**src/rtl/dfr_pkg.sv**
```systemverilog
package dfr_pkg;
   typedef enum logic [1:0] {
      S_IDLE  = 2'd0,
      S_BODY  = 2'd1,
      S_BEAT  = 2'd2,
      S_DRAIN = 2'd3
   } dfr_st_e;

   localparam int POS_W     = 4;
   localparam int POS_HDR   = 5;
   localparam int POS_LO_END = 9;
   localparam int POS_HI_END = 13;
   localparam int BEAT_LEN  = 8;
   localparam int BEAT_BASE = 6;
endpackage

```
**src/rtl/dfr_seq.sv**
```systemverilog
module dfr_seq
   import dfr_pkg::*;
#(
   parameter int BW       = 8,
   parameter bit BURST_EN = 1'b1
) (
   input  logic             clk,
   input  logic             rst_n,
   input  logic             frm,
   input  logic [BW-1:0]    din,
   input  logic             is_wide,
   output logic             cap_en,
   output logic [POS_W-1:0] cap_idx,
   output logic             emit,
   output logic             step
);
   localparam logic [POS_W-1:0] LO_END = POS_W'(POS_LO_END);
   localparam logic [POS_W-1:0] HI_END = POS_W'(POS_HI_END);
   localparam logic [POS_W-1:0] B_LAST = POS_W'(BEAT_LEN - 1);
   localparam logic [POS_W-1:0] B_BASE = POS_W'(BEAT_BASE);

   dfr_st_e          st;
   logic [POS_W-1:0] pos;
   logic             burst_ok;

   generate
      if (BURST_EN) begin : g_burst
         assign burst_ok = 1'b1;
      end else begin : g_noburst
         assign burst_ok = 1'b0;
      end
   endgenerate

   always_comb begin
      cap_en  = frm && (st == S_BODY || st == S_BEAT);
      cap_idx = (st == S_BEAT) ? pos + B_BASE : pos;
      emit    = cap_en && (((st == S_BODY) && (pos == LO_END) && !is_wide) ||
                           ((st == S_BODY) && (pos == HI_END)) ||
                           ((st == S_BEAT) && (pos == B_LAST)));
      step    = cap_en && (st == S_BEAT) && (pos == B_LAST);
   end

   always_ff @(posedge clk) begin
      if (!rst_n || !frm) begin
         st  <= S_IDLE;
         pos <= '0;
      end else begin
         unique case (st)
            S_IDLE: begin
               st  <= (din == '0) ? S_BODY : S_DRAIN;
               pos <= POS_W'(1);
            end
            S_BODY: begin
               if (pos == LO_END && !is_wide) begin
                  st <= S_DRAIN;
               end else if (pos == HI_END) begin
                  st  <= burst_ok ? S_BEAT : S_DRAIN;
                  pos <= '0;
               end else begin
                  pos <= pos + 1'b1;
               end
            end
            S_BEAT:  pos <= (pos == B_LAST) ? '0 : pos + 1'b1;
            default: st  <= S_DRAIN;
         endcase
      end
   end

   // a non-zero lead byte sends the parser to its ignore state
   a_r2_bad_lead: assert property (@(posedge clk) disable iff (!rst_n)
      (st == S_IDLE && frm && din != '0) |=> (st == S_DRAIN));
   // a low frame returns the parser to idle
   a_r7_frame_drop: assert property (@(posedge clk) disable iff (!rst_n)
      !frm |=> (st == S_IDLE && pos == '0));
   // captured positions stay within the 14-byte layout
   a_r5_idx_range: assert property (@(posedge clk) disable iff (!rst_n)
      cap_en |-> (cap_idx != '0 && cap_idx <= HI_END));
endmodule

```
**src/rtl/dfr_pack.sv**
```systemverilog
module dfr_pack
   import dfr_pkg::*;
#(
   parameter int BW   = 8,
   parameter int AW   = 32,
   parameter int DW   = 32,
   parameter int STEP = 8
) (
   input  logic             clk,
   input  logic             rst_n,
   input  logic [BW-1:0]    din,
   input  logic             cap_en,
   input  logic [POS_W-1:0] cap_idx,
   input  logic             emit,
   input  logic             step,
   output logic             is_wide,
   output logic             o_valid,
   output logic [3:0]       o_ctrl,
   output logic [AW-1:0]    o_dst,
   output logic [1:0]       o_dmode,
   output logic             o_wr,
   output logic             o_acc,
   output logic [DW-1:0]    o_lo,
   output logic [DW-1:0]    o_hi
);
   localparam int NB = DW / BW;

   logic [3:0]    ctrl_w, ctrl_n;
   logic [AW-1:0] dst_w,  dst_n;
   logic [1:0]    dm_w,   dm_n;
   logic          wr_w,   wr_n;
   logic          acc_w,  acc_n;
   logic [DW-1:0] lo_w,   lo_n;
   logic [DW-1:0] hi_w,   hi_n;
   logic [AW-1:0] dst_emit;

   assign is_wide = (dm_w == 2'b11) && wr_w;

   always_comb begin
      ctrl_n = ctrl_w; dst_n = dst_w; dm_n = dm_w;
      wr_n = wr_w; acc_n = acc_w; lo_n = lo_w; hi_n = hi_w;
      unique case (cap_idx)
         POS_W'(1): begin ctrl_n = din[7:4]; dst_n[31:28] = din[3:0]; end
         POS_W'(2): dst_n[27:20] = din;
         POS_W'(3): dst_n[19:12] = din;
         POS_W'(4): dst_n[11:4]  = din;
         POS_W'(POS_HDR): begin
            dst_n[3:0] = din[7:4];
            dm_n       = din[3:2];
            wr_n       = din[1];
            acc_n      = din[0];
         end
         default: ;
      endcase
      for (int k = 0; k < NB; k++) begin
         if (cap_idx == POS_W'(POS_LO_END - k)) lo_n[BW*k +: BW] = din;
         if (cap_idx == POS_W'(POS_HI_END - k)) hi_n[BW*k +: BW] = din;
      end
      dst_emit = step ? dst_w + AW'(STEP) : dst_n;
   end

   always_ff @(posedge clk) begin
      if (!rst_n) begin
         ctrl_w <= '0; dst_w <= '0; dm_w <= '0; wr_w <= 1'b0; acc_w <= 1'b0;
         lo_w <= '0; hi_w <= '0;
         o_valid <= 1'b0; o_ctrl <= '0; o_dst <= '0; o_dmode <= '0;
         o_wr <= 1'b0; o_acc <= 1'b0; o_lo <= '0; o_hi <= '0;
      end else begin
         o_valid <= emit;
         if (cap_en) begin
            ctrl_w <= ctrl_n; dst_w <= dst_emit; dm_w <= dm_n;
            wr_w <= wr_n; acc_w <= acc_n; lo_w <= lo_n; hi_w <= hi_n;
         end
         if (emit) begin
            o_ctrl  <= ctrl_n;
            o_dst   <= dst_emit;
            o_dmode <= dm_n;
            o_wr    <= wr_n;
            o_acc   <= acc_n;
            o_lo    <= lo_n;
            o_hi    <= (dm_n == 2'b11 && wr_n) ? hi_n : '0;
         end
      end
   end

   // the strobe never lasts two cycles
   a_r8_single_pulse: assert property (@(posedge clk) disable iff (!rst_n)
      o_valid |=> !o_valid);
   // each burst beat is addressed one step above the previous emission
   a_r6_beat_step: assert property (@(posedge clk) disable iff (!rst_n)
      step |=> (o_valid && o_dst == $past(o_dst) + AW'(STEP)));
endmodule

```
**src/rtl/lnk_deframer.sv**
```systemverilog
module lnk_deframer
   import dfr_pkg::*;
#(
   parameter int BW       = 8,
   parameter int AW       = 32,
   parameter int DW       = 32,
   parameter int STEP     = 8,
   parameter bit BURST_EN = 1'b1
) (
   input  logic          clk,
   input  logic          rst_n,
   input  logic          lnk_frame,
   input  logic [BW-1:0] lnk_byte,
   output logic          txn_valid,
   output logic [3:0]    txn_ctrl,
   output logic [AW-1:0] txn_dst,
   output logic [1:0]    txn_dmode,
   output logic          txn_write,
   output logic          txn_access,
   output logic [DW-1:0] txn_word_lo,
   output logic [DW-1:0] txn_word_hi
);
   generate
      if (BW != 8 || AW != 32 || DW != 32) begin : g_bad_width
         $error("lnk_deframer: header layout fixes BW=8, AW=32, DW=32");
      end
      if (STEP <= 0) begin : g_bad_step
         $error("lnk_deframer: STEP must be positive");
      end
   endgenerate

   logic             cap_en, emit, step, is_wide;
   logic [POS_W-1:0] cap_idx;

   dfr_seq #(.BW(BW), .BURST_EN(BURST_EN)) u_seq (
      .clk(clk), .rst_n(rst_n), .frm(lnk_frame), .din(lnk_byte),
      .is_wide(is_wide), .cap_en(cap_en), .cap_idx(cap_idx),
      .emit(emit), .step(step)
   );

   dfr_pack #(.BW(BW), .AW(AW), .DW(DW), .STEP(STEP)) u_pack (
      .clk(clk), .rst_n(rst_n), .din(lnk_byte), .cap_en(cap_en),
      .cap_idx(cap_idx), .emit(emit), .step(step), .is_wide(is_wide),
      .o_valid(txn_valid), .o_ctrl(txn_ctrl), .o_dst(txn_dst),
      .o_dmode(txn_dmode), .o_wr(txn_write), .o_acc(txn_access),
      .o_lo(txn_word_lo), .o_hi(txn_word_hi)
   );

   // a low frame yields no strobe on the next edge
   a_r7_no_valid_unframed: assert property (@(posedge clk) disable iff (!rst_n)
      !lnk_frame |=> !txn_valid);
endmodule

```
**config.mk**
```make
export PLATFORM = sky130hd
export DESIGN_NAME = lnk_deframer
export DESIGN_NICKNAME = d
export VERILOG_FILES = /design/src/rtl/dfr_pkg.sv /design/src/rtl/dfr_seq.sv /design/src/rtl/dfr_pack.sv /design/src/rtl/lnk_deframer.sv
export SDC_FILE = /design/constraint.sdc
export NUM_CORES = 1
export LEC_CHECK = 0
export ABC_CLOCK_PERIOD_IN_PS = 3350
export BUFFER_PORTS_ARGS = -buffer_cell sky130_fd_sc_hd__buf_2
export CORE_MARGIN = 2
export CORE_UTILIZATION = 40
export CTS_CLUSTER_DIAMETER = 150
export DETAILED_ROUTE_END_ITERATION = 10
export PLACE_DENSITY = 0.59
export SLEW_MARGIN = 20
export SYNTH_ARGS = -nofsm -noshare
export SYNTH_HDL_FRONTEND = slang
export SYNTH_SLANG_ARGS = --single-unit
```
**constraint.sdc**
```tcl
create_clock -name clk -period 3.35 [get_ports clk]
set_clock_uncertainty 0.2 [all_clocks]
set_input_delay 0.1675 -clock clk [delete_from_list [all_inputs] [get_ports clk]]
set_output_delay 0.1675 -clock clk [all_outputs]
set_load 0.05 [all_outputs]
```
==> impl_metrics.toml <==
[cts]
tritoncts = "done"
post_cts_buffers = 0
htreeDepth = 1
ctsLongestPathBuffers = 3
cts_resized = 0
root_buffer = "clkbuf_16"
clk_pin_slew_worst_paths_ns = 0.06
cts_buffers = 25
clock-sinks = 215
insertion_delay_ns = 0.53

[placement]
port_buffers = 115
dp_hpwl_mm = 18.8
place_congestion = 0.854

[power]
p_leak_nw = 4.30
p_per_area_mw_per_mm2 = 461
irDropWorstVdd_uv = 384
power_mw = 5.51

[timing]
period_share_pct = 94.9
slew_headroom_pct = 34.9
finalMaxSlewViolations = 0
fmax_ghz = 0.314
min_period_ns = 3.18
setup_tns_ns = 0
setup_violations = 0
worst_slew_pin_slew_ns = 0.971
rsz0062_at_grt = "false"
hold_violations = 0

[yosys]
yosysTopAreaCell = "dfxtp_1"
ys.flop_type = "dfxtp_1"
synth.most_common_cell = "dfxtp_1"
ys_async_sr_fraction_pct = 0
synthCells = 1141
ys_warn_count = 0
synthesis.area_mm2 = 0.0102
synth_cell_types = 78
ys_seq_elements = 215
synth_fp_nets = 1161
yosys-top-cells-count = "dfxtp_1 (215), mux2i_1 (133), nor2_1 (114)"
synth_area_leaders = "dfxtp_1 (42%), mux2i_1 (13%), nor2_1 (4.2%), nand2_1 (3.5%), a21oi_1 (3.4%)"
ys_seq_area_share_pct = 42.3
synth_area_per_cell_um2 = 8.92
yosysTopAreaCellShare_pct = 42.3
synth_edf_count = 0

[flow_run]
drv_cap = 0

[global_route]
track_usage_pct = 21.6
met2_usage_pct = 34.8
grt-ovfl-total = 0
use_met1_pct = 30.2
grt_max_degree = 67
busiest_layer = "met2"
antenna_found_initial = 0
use_met3_pct = 3.38
grt_pass1_vias = 8284
grt_pass1_wl_mm = 46.5

[floorplanning]
rows = 58
core_mm2 = 0.0251
initial_core_util_pct = 40.5
io-pin-count = 116
die_area_mm2 = 0.0267
dieHeight_um = 164
die_w_um = 164

[final_layout]
syn2layout_area_growth_pct = 17.2
antenna_cells = 0
drive_above_1_share_pct = 18.6
nets = 1247

[status]
status = "completed"

[min_path]
min_from = "u_pack.o_hi[2]$_SDFFE_PN0P_"
hp-class = "flip-flop to flip-flop"
hold_path_end = "u_pack.o_hi[2]$_SDFFE_PN0P_"
hold_path_depth = 2

[critical_path]
ff2ff_setup_slack_ns = 0.17
start_kind = "flip-flop"
critical_path_required_ns = 3.57
arrival_ns = 3.40
r2r-start = "u_seq.st[0]$_SDFFE_PP0P_"
path_max_fanout = 17
path_class = "flip-flop to flip-flop"
r2r-end = "u_pack.dst_w[15]$_SDFFE_PN0N_"
cp-end-kind = "flip-flop"
reg2reg_depth = 7

[routing]
avgRoutedWirePerCell_um = 18.5
routed_via_density = 5.60
ant_nets = 0
finalWirelength_mm = 29.2
drc_errors = 0
dr_total_vias = 8820
drt_pre_antenna_iters = 5
drtIter0Drc = 562
-- worst max-delay path, stage by stage (launching register included) --
cell      delay [ns]
dfxtp_1         0.36
inv_1           0.09
ha_1            0.40
and4b_1         0.36
o311ai_1        0.76
nand2_1         0.41
and3_1          0.28
o221a_1         0.21
-- per-stage QoR --
stage	utilization [%]	hold WS [ns]	cells	instance area (um^2)	setup WS [ns]
final	47.5	0.243	1575	11900	0.170
after global routing	47.5	0.266	1575	11900	0.000287
after CTS	47.5	0.247	1575	11900	0.275
after detailed placement	44.1	0.239	1520	11100	0.259
after global placement	44.1	0.234	1520	11100	0.348
after floorplan	-	0.185	1141	10200	0.481
-- area by class of cell --
class	instances	area (um^2)
clock buffers	33	686
multi-input cells	812	5410
clock inverters	12	83.8
fillers	2456	13200
inverters	11	42.5
well taps	330	413
flip-flops and latches	215	4300
repair buffers	162	991
-- what timing repair did --
| item | 4_1_cts | 5_1_grt |
|---|---|---|
| hold buffers | 10 | 0 |
| endpoints found under the hold margin | 36 | 0 |
| setup endpoints to repair | 0 | 0 |
-- kinds of logic after synthesis --
logic type                 Yosys count  share of synthesized area, %
DFF                                215                          42.3
buffers and inverters              114                          4.68
adders and majority gates            9                          1.11
xor gates and xnor gates             6                         0.885
AOI/OAI and AO/OA                  323                          21.7
muxes                              134                          13.2
and+or+nand+nor                    340                          16.1
-- worst max path at each step --
stage	start	endpoint	cells after the start
4_1_cts	u_seq.st[0]$_SDFFE_PP0P_	u_pack.dst_w[15]$_SDFFE_PN0N_	7
3_3_place_gp	u_seq.st[0]$_SDFFE_PP0P_	u_pack.dst_w[15]$_SDFFE_PN0N_	7
3_5_place_dp	u_seq.st[0]$_SDFFE_PP0P_	u_pack.dst_w[15]$_SDFFE_PN0N_	7
6_report	u_seq.st[0]$_SDFFE_PP0P_	u_pack.dst_w[15]$_SDFFE_PN0N_	7
5_1_grt	u_seq.st[0]$_SDFFE_PP0P_	u_pack.dst_w[15]$_SDFFE_PN0N_	7
2_1_floorplan	u_seq.pos[1]$_SDFFE_PP0P_	u_pack.o_dst[3]$_SDFFE_PN0P_	7
-- layout by cell type, fill, tap and decap left out, types with 4 or more instances in the layout --
master         synthesis  final
nor2_1               114    114
a21oi_1               70     70
a211oi_4               6      6
o22ai_1                5      5
a31oi_1               11     11
o211ai_1               8      8
buf_4                  4     34
a21oi_2                5      5
o21ai_0               57     57
clkbuf_16              0     25
dfxtp_1              215    215
dlygate4sd3_1          0     10
o221ai_1               5      5
o221a_1                5      5
and2_1                 6      6
nand3_1               28     28
o31ai_1                8      8
clkinv_2               0     10
clkbuf_1              66      5
a211oi_1              39     39
mux2i_1              133    133
buf_2                 25    115
nand4_1               10     10
ha_1                   9      9
nor4_1                 8      8
or3_1                  7      7
a31o_2                 4      4
and3_1                11     11
and4_1                 8      8
nand2_1               94     92
nor3_1                25     24
nand2_4                3      4
o21ai_1               53     53
xnor2_1                4      4
inv_1                 11     10
-- registers in the layout, indices dropped and copies added (netlist names), 4 cells and up --
| name | count |
|---|---|
| u_pack.ctrl_w | 4 |
| u_seq.pos | 4 |
| u_pack.o_ctrl | 4 |
| u_pack.hi_w | 32 |
| u_pack.o_dst | 32 |
| u_pack.lo_w | 32 |
| u_pack.dst_w | 32 |
| u_pack.o_hi | 32 |
| u_pack.o_lo | 32 |
-- per-layer routing --
layer | vias to the layer above | part of all wire, %
met2 | 270 | 45
met3 | 44 | 5.7
met5 | - | 0
li1 | 4326 | -
met1 | 4180 | 47
met4 | 0 | 2.4
-- power breakdown --
part           total [mW]  switching [mW]  internal, mW
sequential           2.59          0.0207          2.57
clock                2.55            1.10          1.45
combinational       0.361           0.259         0.102
Note: power is estimated with default switching activity, not from simulation.
